### src/rtl/pic_pkg.sv
`timescale 1ns/1ps
// pic_pkg: shared types and helpers of the priority interrupt controller.
// Assumes no more than 32 request lines.
package pic_pkg;
    typedef enum logic {
        MODE_QUEUE = 1'b0,
        MODE_NEST  = 1'b1
    } pic_mode_e;

    localparam int unsigned PIC_MAX_LINES = 32;
endpackage

### src/rtl/pic_capture.sv
`timescale 1ns/1ps
// pic_capture: turns request-line edges into pending bits and records
// their relative age. Assumes irq_i is synchronous to clk.
// older_q[i][j] = 1 means that line i became pending before line j.
module pic_capture #(
    parameter int unsigned N_LINES = 8,
    localparam int unsigned IDW = $clog2(N_LINES)
) (
    input  logic                            clk,
    input  logic                            rst_n,
    input  logic [N_LINES-1:0]              irq_i,
    input  logic                            take_i,
    input  logic [IDW-1:0]                  take_id_i,
    output logic [N_LINES-1:0]              pending_o,
    output logic [N_LINES-1:0][N_LINES-1:0] older_o
);
    logic [N_LINES-1:0] req_q, pend_q, kept, fresh;
    logic [N_LINES-1:0][N_LINES-1:0] older_q;

    // keep the pending bits that are not being taken; mark newly pending lines
    always_comb begin
        for (int i = 0; i < N_LINES; i++) begin
            kept[i]  = pend_q[i] & ~(take_i && (take_id_i == IDW'(i)));
            fresh[i] = irq_i[i] & ~req_q[i] & ~kept[i];
        end
    end

    // register the request history and the pending set
    always_ff @(posedge clk) begin
        if (!rst_n) begin
            req_q  <= '0;
            pend_q <= '0;
        end else begin
            req_q  <= irq_i;
            pend_q <= kept | fresh;
        end
    end

    // update age entries for each pair that involves a newly pending line
    always_ff @(posedge clk) begin
        if (!rst_n) begin
            older_q <= '0;
        end else begin
            for (int i = 0; i < N_LINES; i++) begin
                for (int j = 0; j < N_LINES; j++) begin
                    if (i != j && (fresh[i] || fresh[j])) begin
                        older_q[i][j] <= (fresh[i] && fresh[j]) ? (i > j) : fresh[j];
                    end
                end
            end
        end
    end

    assign pending_o = pend_q;
    assign older_o   = older_q;


    pend_latch_chk: assert property (@(posedge clk) disable iff (!rst_n)
        (fresh != '0) |=> ((pending_o & $past(fresh)) == $past(fresh)));
endmodule

### src/rtl/pic_select.sv
`timescale 1ns/1ps
// pic_select: chooses the line to offer to the core. Queue mode offers the
// oldest pending line and only when nothing is in service. Nesting mode
// offers the highest pending line above the highest in-service line.
// This module is purely combinational.
module pic_select #(
    parameter int unsigned N_LINES = 8,
    localparam int unsigned IDW = $clog2(N_LINES)
) (
    input  pic_pkg::pic_mode_e              mode_i,
    input  logic [N_LINES-1:0]              pending_i,
    input  logic [N_LINES-1:0][N_LINES-1:0] older_i,
    input  logic [N_LINES-1:0]              isr_mask_i,
    input  logic [IDW-1:0]                  isr_top_i,
    output logic                            offer_o,
    output logic [IDW-1:0]                  offer_id_o
);
    logic [N_LINES-1:0] eligible;
    logic [N_LINES-1:0] oldest;

    // find the lines that may be offered under the current mode
    always_comb begin
        for (int j = 0; j < N_LINES; j++) begin
            if (mode_i == pic_pkg::MODE_NEST) begin
                eligible[j] = pending_i[j] && ((isr_mask_i == '0) || (j > int'(isr_top_i)));
            end else begin
                eligible[j] = pending_i[j] && (isr_mask_i == '0);
            end
        end
    end

    // mark eligible lines that no other pending line is older than
    always_comb begin
        for (int i = 0; i < N_LINES; i++) begin
            oldest[i] = eligible[i];
            for (int j = 0; j < N_LINES; j++) begin
                if (j != i && pending_i[j] && older_i[j][i]) begin
                    oldest[i] = 1'b0;
                end
            end
        end
    end

    // pick the winner: highest eligible line when nesting, oldest line in queue mode
    always_comb begin
        offer_id_o = '0;
        for (int i = 0; i < N_LINES; i++) begin
            if (mode_i == pic_pkg::MODE_NEST ? eligible[i] : oldest[i]) begin
                offer_id_o = IDW'(i);
            end
        end
    end

    assign offer_o = |eligible;
endmodule

### src/rtl/pic_isr_stack.sv
`timescale 1ns/1ps
// pic_isr_stack: holds the in-service lines as a bitmask. An accepted
// acknowledgement sets the offered bit, and an end of service clears the
// highest set bit. When both occur in one cycle, the clear acts on the old top.
module pic_isr_stack #(
    parameter int unsigned N_LINES = 8,
    localparam int unsigned IDW = $clog2(N_LINES)
) (
    input  logic               clk,
    input  logic               rst_n,
    input  logic               take_i,
    input  logic [IDW-1:0]     take_id_i,
    input  logic               eos_i,
    output logic [N_LINES-1:0] mask_o,
    output logic [IDW-1:0]     top_o
);
    logic [N_LINES-1:0] mask_q, mask_d;
    logic [IDW-1:0]     top;

    // locate the highest in-service line
    always_comb begin
        top = '0;
        for (int i = 0; i < N_LINES; i++) begin
            if (mask_q[i]) top = IDW'(i);
        end
    end

    // retire the top line on end of service, then add the taken line
    always_comb begin
        mask_d = mask_q;
        if (eos_i && mask_q != '0) mask_d[top] = 1'b0;
        if (take_i) mask_d[take_id_i] = 1'b1;
    end

    // register the in-service mask
    always_ff @(posedge clk) begin
        if (!rst_n) mask_q <= '0;
        else        mask_q <= mask_d;
    end

    assign mask_o = mask_q;
    assign top_o  = top;


    eos_pop_chk: assert property (@(posedge clk) disable iff (!rst_n)
        (eos_i && !take_i && mask_q != '0) |=> ($countones(mask_q) == $countones($past(mask_q)) - 1));

    mask_hold_chk: assert property (@(posedge clk) disable iff (!rst_n)
        (!take_i && !eos_i) |=> $stable(mask_q));
endmodule

### src/rtl/prio_irq_ctrl.sv
`timescale 1ns/1ps
// prio_irq_ctrl: a priority interrupt controller with a run-time choice of
// queue mode and nesting mode. A higher line index means a higher priority.
// Assumes irq_i is synchronous to clk and N_LINES <= 32.
module prio_irq_ctrl #(
    parameter int unsigned N_LINES = 8,
    localparam int unsigned IDW = $clog2(N_LINES)
) (
    input  logic               clk,
    input  logic               rst_n,
    input  logic               nest_mode_i,
    input  logic [N_LINES-1:0] irq_i,
    input  logic               ack_i,
    input  logic               eos_i,
    output logic               int_o,
    output logic               active_o,
    output logic [IDW-1:0]     svc_id_o
);
    pic_pkg::pic_mode_e              mode;
    logic [N_LINES-1:0]              pending, isr_mask;
    logic [N_LINES-1:0][N_LINES-1:0] older;
    logic [IDW-1:0]                  sel_id, isr_top;
    logic                            offer, take;

    assign mode = pic_pkg::pic_mode_e'(nest_mode_i);
    assign take = ack_i && offer;

    pic_capture #(.N_LINES(N_LINES)) u_capture (
        .clk(clk), .rst_n(rst_n), .irq_i(irq_i), .take_i(take),
        .take_id_i(sel_id), .pending_o(pending), .older_o(older)
    );

    pic_select #(.N_LINES(N_LINES)) u_select (
        .mode_i(mode), .pending_i(pending), .older_i(older),
        .isr_mask_i(isr_mask), .isr_top_i(isr_top),
        .offer_o(offer), .offer_id_o(sel_id)
    );

    pic_isr_stack #(.N_LINES(N_LINES)) u_stack (
        .clk(clk), .rst_n(rst_n), .take_i(take), .take_id_i(sel_id),
        .eos_i(eos_i), .mask_o(isr_mask), .top_o(isr_top)
    );

    assign int_o    = offer;
    assign active_o = |isr_mask;
    assign svc_id_o = isr_top;


    queue_quiet_chk: assert property (@(posedge clk) disable iff (!rst_n)
        (mode == pic_pkg::MODE_QUEUE && active_o) |-> !int_o);

    take_id_chk: assert property (@(posedge clk) disable iff (!rst_n)
        (take && !eos_i) |=> (svc_id_o >= $past(sel_id)));

    nest_above_chk: assert property (@(posedge clk) disable iff (!rst_n)
        (mode == pic_pkg::MODE_NEST && active_o && int_o) |-> (sel_id > svc_id_o));

    int_needs_pend_chk: assert property (@(posedge clk) disable iff (!rst_n)
        int_o |-> (pending != '0));
endmodule

### config.mk
export PLATFORM = sky130hd
export DESIGN_NAME = prio_irq_ctrl
export DESIGN_NICKNAME = d
export VERILOG_FILES = /design/src/rtl/pic_pkg.sv /design/src/rtl/pic_capture.sv /design/src/rtl/pic_select.sv /design/src/rtl/pic_isr_stack.sv /design/src/rtl/prio_irq_ctrl.sv
export SDC_FILE = /design/constraint.sdc
export NUM_CORES = 1
export LEC_CHECK = 0
export BUFFER_PORTS_ARGS = -buffer_cell sky130_fd_sc_hd__buf_2
export CAP_MARGIN = 20
export CORE_AREA = 8 8 89 91
export DETAILED_ROUTE_END_ITERATION = 16
export DIE_AREA = 0 0 97 99
export PLACE_DENSITY = 0.75
export SYNTH_ARGS = -nofsm -noshare
export SYNTH_HDL_FRONTEND = slang
export SYNTH_SLANG_ARGS = --single-unit
### constraint.sdc
create_clock -name clk -period 3.66 [get_ports clk]
set_input_delay 0.366 -clock clk [delete_from_list [all_inputs] [get_ports clk]]
set_output_delay 0.366 -clock clk [all_outputs]
set_load 0.02 [all_outputs]
Word level (Yosys, flattened, before mapping):

Cells that the tools add are included.

* multiplexer cells: 132
* equality and inequality tests: 7
* order comparisons: 11
* bitwise operators: 52
* reductions and logical operators: 144

Operators by type and width (number)
* 1-bit two-way mux: 116
* 1-bit logical AND: 104
* 1-bit logical OR: 35
* 3-bit two-way mux: 10
* 1-bit bitwise AND: 24
* 1-bit inverter: 24
* 8-bit two-way mux: 2
* 8-bit OR: 2
* 8-bit OR reduction: 2
* 3-bit == test, second input constant: 4
* 3-bit greater-than comparator, first input constant: 4
* 8-bit bitwise AND: 1
* 8-bit zero test: 1
* 3-bit by 4-bit less-than comparator with 1-bit output, second input constant: 2
* 8-bit inverter: 1
* 8-bit nonzero test: 1
* 1-bit demux with 3-bit select: 2
* 3-bit by 2-bit == test with 1-bit output, second input constant: 2
* 3-bit by 1-bit >= comparator with 1-bit output, second input constant: 2
* 2-bit by 3-bit greater-than comparator with 1-bit output, first input constant: 2
* 2-bit two-way mux: 2
* 3-bit by 1-bit == test with 1-bit output, second input constant: 1
* 1-bit by 3-bit greater-than comparator with 1-bit output, first input constant: 1
* 3-bit zero test: 1

* input port bits: 13
* word-level logic and storage cells: 398
* flip-flop bits (word level): 73

Logic depth before layout (Yosys ltp):

Gate-level depths: netlist of the first run.

* depth in word-level cells: 34
* mapped depth: 10
* gate-level depth less buffers: 8

Hierarchy:

Synthesis of the first run repeated with hierarchy kept, for this count alone.

* cells, all modules: 388
* area, all modules: 3505.9 um2

By module, submodules not included
* pic_capture: cells each 243, area an instance 2482.4 um2, times used 1, sequential area each 1441.4 um2
* pic_select: cells each 88, area an instance 596.8 um2, times used 1, sequential area each 0.0 um2
* pic_isr_stack: cells each 53, area an instance 404.1 um2, times used 1, sequential area each 160.2 um2
* prio_irq_ctrl: cells each 4, area an instance 22.5 um2, times used 1, sequential area each 0.0 um2

Worst setup path after synthesis of the first run:

No wires, ideal clock.

* path kind: reg2reg
* from: register u_stack.mask_q[7], in the netlist u_stack.mask_o[7]
* to: register u_capture.older_q (netlist bit u_capture.older_o[15])
* cell stages (with the launch flop): 10
* data required time: 3.544 ns
* arrival time: 2.664 ns
* buffers on the path: 1
* period minus slack after synthesis: 2.780 ns
* library setup time: 0.116 ns
* slack: 0.880 ns
* cell sequence: dfxtp_1 > nor4_4 > inv_2 > nor3_2 > o211ai_1 > o211ai_2 > nand4_1 > o32a_1 > buf_2 > o211a_1

* elaborated cells on any way between the ends: 118
* classes of those cells: order compare (7); eq/ne (2); mux (72); bitwise (8); reduce/logical (29)

RTL lines
* start, declared: line pic_isr_stack.sv:17 `logic [N_LINES-1:0] mask_q, mask_d;`
* start signal, assigned: line pic_isr_stack.sv:38 `else mask_q <= mask_d;`
* 3-bit two-way mux (*): line pic_isr_stack.sv:24 `if (mask_q[i]) top = IDW'(i);`
* via svc_id_o[2]: line prio_irq_ctrl.sv:17 `output logic [IDW-1:0] svc_id_o`
* 1-bit by 3-bit greater-than comparator with 1-bit output (tied with other cells): line pic_select.sv:25 `eligible[j] = pending_i[j] && ((isr_mask_i == '0) || (j > int'(isr_top_i)));`
* 1-bit logical OR: line pic_select.sv:25
* 1-bit logical AND: line pic_select.sv:25
* 1-bit two-way mux: line pic_select.sv:24 `if (mode_i == pic_pkg::MODE_NEST) begin`
* 8-bit OR reduction (*): line pic_select.sv:54 `assign offer_o = |eligible;`
* via int_o: line prio_irq_ctrl.sv:15 `output logic int_o,`
* 1-bit logical AND (*): line prio_irq_ctrl.sv:26 `assign take = ack_i && offer;`
* 1-bit logical AND: line pic_capture.sv:23 `kept[i] = pend_q[i] & ~(take_i && (take_id_i == IDW'(i)));`
* 1-bit inverter: line pic_capture.sv:23
* 1-bit bitwise AND: line pic_capture.sv:23
* 1-bit inverter: line pic_capture.sv:24 `fresh[i] = irq_i[i] & ~req_q[i] & ~kept[i];`
* 1-bit bitwise AND: line pic_capture.sv:24
* 1-bit logical AND: line pic_capture.sv:47 `older_q[i][j] <= (fresh[i] && fresh[j]) ? (i > j) : fresh[j];`
* 1-bit two-way mux: line pic_capture.sv:47
* end signal, assigned by index: line pic_capture.sv:47
* end, declared: line pic_capture.sv:18 `logic [N_LINES-1:0][N_LINES-1:0] older_q;`

The timed path passes the listed nets; every way through them passes the cells marked *.
A chain may end at the register's enable or synchronous reset.

Final worst setup path of the first run:

* from: register u_capture.pend_q[1], in the netlist u_capture.pending_o[1]
* to: register u_capture.older_q (netlist bit u_capture.older_o[2])

* longest elaborated chain between the ends: 25
* elaborated cells on any way between the ends: 83
* classes of those cells: eq/ne (1); mux (59); bitwise (8); reduce/logical (15)

RTL lines
* start, declared: line pic_capture.sv:17 `logic [N_LINES-1:0] req_q, pend_q, kept, fresh;`
* start signal, assigned: line pic_capture.sv:35 `pend_q <= kept | fresh;`
* 1-bit logical AND (on tied branches): line pic_select.sv:27, pic_select.sv:25
* 1-bit two-way mux: line pic_select.sv:24
* 1-bit two-way mux (7 in series): line pic_select.sv:37 `if (j != i && pending_i[j] && older_i[j][i]) begin`
* 1-bit two-way mux (2 in series): line pic_select.sv:48 `if (mode_i == pic_pkg::MODE_NEST ? eligible[i] : oldest[i]) begin`
* 3-bit two-way mux (6 in series): line pic_select.sv:48
* 3-bit by 2-bit == test with 1-bit output / 3-bit zero test (equally long branches): line pic_capture.sv:23
* 1-bit logical AND: line pic_capture.sv:23
* 1-bit inverter: line pic_capture.sv:23
* 1-bit bitwise AND: line pic_capture.sv:23
* 1-bit inverter: line pic_capture.sv:24
* 1-bit bitwise AND: line pic_capture.sv:24
* 1-bit logical AND: line pic_capture.sv:47
* 1-bit two-way mux: line pic_capture.sv:47

Several ways; a longest one is shown, not always the timed one.

==> results of run 1 <==
[flip-flops by register name (all words and copies together), names as in the netlist]
signal               cells
u_capture.older_o       49
u_capture.pending_o      8
u_stack.mask_o           8
u_capture.req_q          8
[logic make-up after synthesis]
group | after synthesis
buffers and inverters | 35
and+or+nand+nor | 88
AOI/OAI and AO/OA | 152
DFF | 73
[power by group through the flow]
stage / clock network [mW] / registers (mW) / logic (mW)
6_report: 0.630 / 0.957 / 0.612
5_1_grt: 0.677 / 0.966 / 0.667
4_1_cts: 0.639 / 0.952 / 0.602
3_5_place_dp: 0 / 0.970 / 0.598
3_3_place_gp: 0 / 0.967 / 0.592
2_1_floorplan: 0 / 0.930 / 0.475
[area by class of cell]
| type | count | area [um2] | area share |
|---|---|---|---|
| timing repair buffer | 25 | 145 | 0.0404 |
| clock buffer | 12 | 145 | 0.0404 |
| clock inverter | 4 | 52.6 | 0.0146 |
| tap | 80 | 100 | 0.0279 |
| inverter | 14 | 52.6 | 0.0146 |
| multi-input combinational | 240 | 1640 | 0.455 |
| sequential | 73 | 1460 | 0.407 |
[path summary, 6_finish.rpt]
kind	startpoint	end	cells past startpoint
hold / removal	irq_i[2]	u_capture.req_q[2]	2
hold reg to reg	u_capture.older_o[46]	u_capture.older_o[46]	2
setup / recovery	u_capture.pending_o[1]	u_capture.older_o[2]	7
setup reg to reg	u_capture.pending_o[1]	u_capture.older_o[2]	7
[per-layer routing]
layer / vias up / track usage / wire, um
li1: 1347 / - / -
met1: 1385 / 0.217 / 3690
met2: 146 / 0.290 / 4000
met3: 23 / 0.0588 / 829
met4: 0 / 0.0722 / 203
met5: - / 0.0272 / 0
[Yosys cell counts (all sizes together), types with 3 or more instances]
cell type  number
a21oi          24
a222oi          6
a22oi          15
a31oi           9
and2           11
buf             5
clkbuf         16
dfxtp          73
inv            13
nand2          18
nand2b         11
nand3           6
nor2           17
nor2b           5
nor3            5
o211a          18
o211ai          6
o21a           13
o21ai          20
o22ai           9
o31ai           9
o32a            3
o32ai           3
or2             3
[worst max-delay path, cell delays in order (launching register included)]
cell,delay (ns)
dfxtp_1,0.65
a22oi_1,0.18
a31o_2,0.30
a2111oi_0,0.59
nor3_1,0.14
a21o_1,0.38
a31oi_2,0.58
a21boi_0,0.18
==> flow_summary.ini, run 1 <==
[run_status]
status = finished clean

[floorplanning]
die_area_mm2 = 0.00960
die_width_um = 97
die_y_um = 99
core.rowCount = 30
initial_core_util = 0.494
core_mm2 = 0.00657
io_pins = 18

[synthesis]
yosys_register_bits = 73
synth_fp_nets = 361
synth_top_family_by_area = compound AO/OA/AOI/OAI gates
ys_top_cells_by_area = dfxtp_1, o211a_1, a21oi_1
synth_compound_area_frac = 0.355
synth-adder-area-share = 0
ys_warn_count = 0
synth-async-reset-ratio = 0
avgSynthCellArea_um2 = 9.32
synth.largest_area_cell = dfxtp_1
synth_top_flop_cell = dfxtp_1
synth_cell_types = 54
syn_inst = 348
yosysSeqAreaShare = 0.451
synth_area_mm2 = 0.00324
synth-simple-area-share = 0.150
synth-xor-area-share = 0
post_synth_mux_area_share = 0
synth_top_area_frac = 0.451
synth-edff-count = 0

[finish]
synthToLayoutAreaGrowth_pct = 10.8
fillers = 596
fin_area_mm2 = 0.00359
final_cell_mix = dfxtp_1, a21oi_1, o21ai_0, nand2_1, o211a_1
final_common_cell = dfxtp_1
antennaDiodeCount = 0
drive_above_1_share = 0.158
final_util = 0.547
nets = 376
fin_cells = 448

[sta]
slew_headroom = 0.549
slew_violations = 0
fmax_mhz = 317
worst_slack_ns = 0.506
tns_ns = 0
final.setup_skew_ns = 0.00646
period_share = 0.862
rsz0062_at_grt = false
finalHoldViolCount = 0
whs_ns = 0.224
setup_viol = 0
finalCriticalPeriod_ns = 3.15
tightest_slew_ns = 0.674

[route]
num_vias = 2901
drtAntennaViolNets = 0
drtPass1Iterations = 8
via_per_inst = 6.48
drtIter0Drc = 342
drcViolationCount = 0
wl_per_cell_um = 19.5
finalWirelength_um = 8720

[clocking]
worstSkewPairLatency_ns = 0.35
path_clk_slew_ns = 0.07
cts_resized = 0
cts_max_level = 3
tritoncts = built
clockBufferDepth = 2
clock-sinks = 73
clockRootBuffer = clkbuf_8
post-cts-setup-buffers = 0
numCtsBuffers = 9
postCtsHoldBufs = 0

[power_and_ir_drop]
powerDensity_mw_per_mm2 = 612
total_power_mw = 2.20
switching_power_uw = 765
power_frac_comb = 0.278
clkPwrFrac = 0.287
power_frac_seq = 0.435
p_leak_nw = 1.50
switching_share = 0.348
intPower_mw = 1.43
ir_drop_mv = 0.349

[run]
drv_cap = 0

[place]
place_ws_ns = 0.557
placed_cell_area_mm2 = 0.00340
port_buffers = 17
dp_hpwl_um = 5880
gp_congestion = 0.920
placed_cells = 432

[grt]
grt_first_pass_wirelength_um = 14000
first_global_vias = 2721
gr-usage-all-layers = 0.181
antenna_found_initial = 0
grt_start_max_net_pins = 37
grt_overflow = 0

[setup_path]
r2r_setup_slack_ns = 0.51
required_ns = 3.87
crit_fanout = 13
end_kind = flop
crit_arrival_ns = 3.37
startpoint_type = flop
critPathKind = flop to flop

[min_path]
min_path_type = primary input to flop
Power figures use the tool's default switching activity.
==> run 2: changes to the inputs <==
--- a/config.mk
+++ b/config.mk
@@ -7,10 +7,11 @@
 export LEC_CHECK = 0
 export BUFFER_PORTS_ARGS = -buffer_cell sky130_fd_sc_hd__buf_2
 export CAP_MARGIN = 20
-export CORE_AREA = 8 8 89 91
+export CORE_AREA = 4 4 85 87
 export DETAILED_ROUTE_END_ITERATION = 16
-export DIE_AREA = 0 0 97 99
-export PLACE_DENSITY = 0.75
+export DIE_AREA = 0 0 89 91
+export GPL_TIMING_DRIVEN = 0
+export PLACE_DENSITY = 0.73
 export SYNTH_ARGS = -nofsm -noshare
 export SYNTH_HDL_FRONTEND = slang
 export SYNTH_SLANG_ARGS = --single-unit
==> run 2 against run 1 <==
- critical path type unchanged
- core utilization rose by 2.7 points
- final area increased by 1.5%
- clock power grew 15%
- setup slack worse by 0.18 ns
- largest power group unchanged
- global-route usage is 5.8 points higher
- sequential share of layout area down 0.60 points
- combinational power grew 8.0%
- register-to-register slack got worse by 0.18 ns
- via count grew 3.2%
- worst hold slack gained 0.0028 ns
- wire length grew 8.2%
- first-iteration DRC count shrank 3.2%
==> flow_summary.ini, run 2 (synthesized netlist as in run 1, its figures left out) <==
[run_status]
status = finished clean

[clocking]
cts_max_level = 3
path_clk_slew_ns = 0.09
post-cts-setup-buffers = 0
clock-sinks = 73
postCtsHoldBufs = 0
clockRootBuffer = clkbuf_8
worstSkewPairLatency_ns = 0.36
cts_resized = 0
tritoncts = built
clockBufferDepth = 2
numCtsBuffers = 9

[route]
wl_met2_um = 4350
finalWirelength_um = 9440
wl_per_cell_um = 20.6
wl_met3_um = 693
met1Wirelength_um = 4100
via_per_inst = 6.55
num_vias = 2994
top_layer_used = met4
drcViolationCount = 0
drtIter0Drc = 331
drtAntennaViolNets = 0
drtPass1Iterations = 7

[sta]
slew_headroom = 0.408
setup_viol = 0
period_share = 0.911
finalHoldViolCount = 0
slew_violations = 0
fmax_mhz = 300
finalCriticalPeriod_ns = 3.33
final.setup_skew_ns = 0.0109
tns_ns = 0
rsz0062_at_grt = false
tightest_slew_ns = 0.883

[place]
port_buffers = 17
gp_congestion = 0.948
dp_hpwl_um = 6480
placed_cells = 442

[setup_path]
crit_arrival_ns = 3.57
required_ns = 3.89
critPathKind = flop to flop
rr_worst_depth = 9
r2r-end = u_capture.older_o[44]
r2r_setup_slack_ns = 0.33
startpoint_type = flop
crit_fanout = 10
timing.rr.start = u_capture.pending_o[5]
crit_path_end = u_capture.older_o[44]
end_kind = flop
startpoint = u_capture.pending_o[5]

[finish]
fin_cells = 457
antennaDiodeCount = 0
final_cell_mix = dfxtp_1, a21oi_1, buf_2, o21ai_0
synthToLayoutAreaGrowth_pct = 12.5
drive_above_1_share = 0.150
largest_reg_flops = 49
nets = 388
final_common_cell = dfxtp_1

[power_and_ir_drop]
ir_drop_mv = 0.325
p_leak_nw = 1.52
powerDensity_mw_per_mm2 = 635

[grt]
grt_first_pass_wirelength_um = 14800
first_global_vias = 2858
grt_overflow = 0
antenna_found_initial = 0
gr-usage-all-layers = 0.239
grt_start_max_net_pins = 14

[floorplanning]
io_pins = 18
core_mm2 = 0.00635
die_y_um = 91
die_area_mm2 = 0.00810
core.rowCount = 29
initial_core_util = 0.511
die_width_um = 89

[min_path]
min_path_type = primary input to flop

[run]
drv_cap = 0
## run 2: cell types whose count changed in the layout (fill, tap and decap cells not counted), sizes merged
| cell | delta |
|---|---|
| clkbuf | +13 |
| inv | +1 |
| buf | -3 |
| bufinv | +1 |
| clkinv | -1 |
| clkinvlp | +1 |
## run 2: how the worst min path moves through the flow
stage | start | end | slack [ns] | depth (start not counted)
2_1_floorplan | u_capture.older_o[46] | u_capture.older_o[46] | 0.43 | 2
3_5_place_dp | u_capture.older_o[46] | u_capture.older_o[46] | 0.45 | 2
3_3_place_gp | u_capture.older_o[46] | u_capture.older_o[46] | 0.45 | 2
4_1_cts | irq_i[6] | u_capture.req_q[6] | 0.22 | 2
6_report | irq_i[5] | u_capture.req_q[5] | 0.23 | 2
5_1_grt | irq_i[5] | u_capture.req_q[5] | 0.22 | 2
## run 2: power breakdown
part / total (mW) / internal, mW / switching, mW
clock: 0.722 / 0.405 / 0.318
combinational: 0.661 / 0.228 / 0.432
sequential: 0.932 / 0.876 / 0.0567
total: 2.32 / 1.51 / 0.807
## run 2: per-layer routing
metal  GRT usage  up-vias
met2       0.358      131
met1       0.320     1454
met4       0.107        0
li1            -     1378
met3      0.0643       31
met5           0        -
## run 2: final cells by class
class	count	area, um2
clock buffers	10	138
inverters	14	52.6
plain buffers	20	87.6
fillers	557	2700
repair buffers	17	85.1
flip-flops and latches	73	1460
clock inverters	6	90.1
well taps	77	96.3
multi-input cells	240	1640
## run 2: per-stage QoR
step / cell area, um2 / utilization / worst slack [ns] / power [mW] / hold slack (ns)
after CTS: 3650 / 0.575 / 0.312 / 2.30 / 0.217
final: 3650 / 0.574 / 0.326 / 2.32 / 0.227
after floorplan: 3240 / - / 0.880 / 1.40 / 0.433
after detailed placement: 3420 / 0.539 / 0.354 / 1.59 / 0.450
after global routing: 3650 / 0.574 / 0.0720 / 2.41 / 0.224
after global placement: 3420 / 0.539 / 0.449 / 1.57 / 0.445
## run 2: worst max-delay path, stage by stage, from the launching register on
cell and delay [ns]:
dfxtp_1 0.31, clkbuf_1 0.27, a222oi_1 0.51, a31oi_1 0.22
a2111oi_0 0.61, nor3_1 0.14, a21o_1 0.28, o31ai_2 0.42
buf_2 0.33, o22ai_1 0.12
==> run 3: changes to the inputs <==
--- a/config.mk
+++ b/config.mk
@@ -11,7 +11,8 @@
 export DETAILED_ROUTE_END_ITERATION = 16
 export DIE_AREA = 0 0 89 91
 export GPL_TIMING_DRIVEN = 0
-export PLACE_DENSITY = 0.73
+export MAX_ROUTING_LAYER = met4
+export PLACE_DENSITY = 0.76
 export SYNTH_ARGS = -nofsm -noshare
 export SYNTH_HDL_FRONTEND = slang
 export SYNTH_SLANG_ARGS = --single-unit
==> constraint.sdc (replaced) <==
create_clock -name clk -period 2.72 [get_ports clk]
set_input_delay 0.272 -clock clk [delete_from_list [all_inputs] [get_ports clk]]
set_output_delay 0.272 -clock clk [all_outputs]
set_load 0.02 [all_outputs]
==> run 3 against run 2 <==
- the run now ends with negative setup slack left
- combinational power rose by 86%
- clock power barely moved
- clock-buffer cell count rose by 2
- register-to-register slack got worse by 0.36 ns
- die area did not move
- worst hold slack got worse by 0.087 ns
- sequential share of layout area fell by 3.7 points
- non-clock buffer count rose by 25
- cell count rose by 5.3%
- core utilization rose by 6.6 points
- largest power group unchanged
- critical endpoint is now u_capture.older_o[30]
- setup slack got worse by 0.36 ns
- critical path depth fell by 1
==> flow_summary.ini, run 3 (synthesized netlist as in run 1, its figures left out) <==
[run_status]
status = complete, but fails checks
violations = negative setup slack

[setup_path]
rr_worst_depth = 8
timing.rr.start = u_capture.pending_o[4]
startpoint_type = flop
critPathSlowestCell = dfxtp_1
startpoint = u_capture.pending_o[4]
path_buf_inv = 1
end_kind = flop
required_ns = 2.95
crit_fanout = 9
crit_arrival_ns = 2.98
critPathTopFamily = compound AO/OA/AOI/OAI gates
r2r_setup_slack_ns = -0.03
critPathMaxStageDelay_ns = 0.65
critPathKind = flop to flop
r2r-end = u_capture.older_o[30]
path_cells = a22oi_1, a31oi_2, o22ai_1, or4_4, a21o_4, buf_8, o32a_4, o211a_1

[place]
port_buffers = 17
placed_cell_area_mm2 = 0.00343
dp_hpwl_um = 6250
gp_congestion = 0.999
placed_cells = 442

[route]
drtPass1Iterations = 8
finalWirelength_um = 9730
via_per_inst = 6.53
drcViolationCount = 0
num_vias = 3141
wl_per_cell_um = 20.2
drtAntennaViolNets = 0
drtIter0Drc = 396

[clocking]
worstSkewPairLatency_ns = 0.34
tritoncts = built
clockBufferDepth = 2
clock-sinks = 73
clockRootBuffer = clkbuf_8
cts_max_level = 3
postCtsHoldBufs = 0
numCtsBuffers = 9
path_clk_slew_ns = 0.07

[finish]
final_common_cell = dfxtp_1
nets = 413
synthToLayoutAreaGrowth_pct = 25.4
drive_above_1_share = 0.270
largest_reg_flops = 49
fin_area_mm2 = 0.00406
fin_cells = 481
final_cell_mix = dfxtp_1, buf_4, a21oi_1
antennaDiodeCount = 0

[floorplanning]
die_area_mm2 = 0.00810
core.rowCount = 29
die_y_um = 91
initial_core_util = 0.511
core_mm2 = 0.00635
die_width_um = 89
io_pins = 18

[grt]
grt_first_pass_wirelength_um = 15000
grt_overflow = 0
gr-usage-all-layers = 0.247
grt_start_max_net_pins = 12
first_global_vias = 2992
antenna_found_initial = 0

[sta]
final.setup_skew_ns = 0.00978
finalHoldViolCount = 0
whs_ns = 0.140
rsz0062_at_grt = true
tightest_slew_ns = 0.623
worst_slack_ns = -0.0304
setup_viol = 5
fmax_mhz = 364
slew_violations = 0
slew_headroom = 0.585
finalCriticalPeriod_ns = 2.75
period_share = 1.01

[min_path]
min_path_cells = 2
hold_path_end = u_capture.req_q[1]
min_path_type = primary input to flop
min_from = irq_i[1]

[power_and_ir_drop]
p_leak_nw = 1.68
powerDensity_mw_per_mm2 = 798
total_power_mw = 3.24
ir_drop_mv = 0.538

[run]
drv_cap = 0
[run 3: cell count changes in the layout (fill, tap and decap cells not counted), sizes merged]
cell    delta
buf       +29
clkbuf     -2
bufinv     -2
inv        -1
[run 3: final cells by class]
type                            instances  area [um2]
Buffer                                 15        91.3
Multi-Input combinational cell        240        1860
Tap cell                               77        96.3
Timing Repair Buffer                   47         327
Sequential cell                        73        1480
Clock inverter                          3        17.5
Clock buffer                           12         145
Fill cell                             506        2290
Inverter                               14        52.6
[run 3: metal layers]
layer,vias up,wire [um],part of all wire,track usage
met5,-,0,0,-
met4,0,382,0.039,0.0993
met3,41,1050,0.11,0.0516
met2,185,4550,0.47,0.374
met1,1490,3740,0.38,0.320
li1,1425,-,-,-
[run 3: worst max path at each step]
stage	to	slack [ns]	depth (start not counted)
after floorplan	u_capture.older_o[15]	0.01	9
after global placement	u_capture.older_o[26]	-0.46	10
after detailed placement	u_capture.older_o[26]	-0.47	10
after CTS	u_capture.older_o[28]	-0.006	9
after global routing	u_capture.older_o[44]	-0.09	10
final	u_capture.older_o[30]	-0.03	8
[run 3: power by group]
| group | switching [mW] | internal, mW | total (mW) |
|---|---|---|---|
| sequential | 0.107 | 1.18 | 1.29 |
| clock | 0.375 | 0.348 | 0.723 |
| combinational | 0.699 | 0.531 | 1.23 |
| total | 1.18 | 2.06 | 3.24 |
[run 3: metrics by stage]
stage | TNS, ns | util | setup WS (ns)
6_report | -0.116 | 0.640 | -0.0304
2_1_floorplan | 0 | - | 0.0118
5_1_grt | -2.03 | 0.640 | -0.0856
4_1_cts | -0.0161 | 0.598 | -0.00585
3_3_place_gp | -18.12 | 0.540 | -0.460
3_5_place_dp | -19.63 | 0.540 | -0.474
[run 3: repair_timing]
item                                    in CTS  in global routing
cloned                                       0                  0
resized for setup                           31                 20
buffers inserted                            12                 18
pin swaps                                   11                 12
endpoints found under the setup margin      58                 52
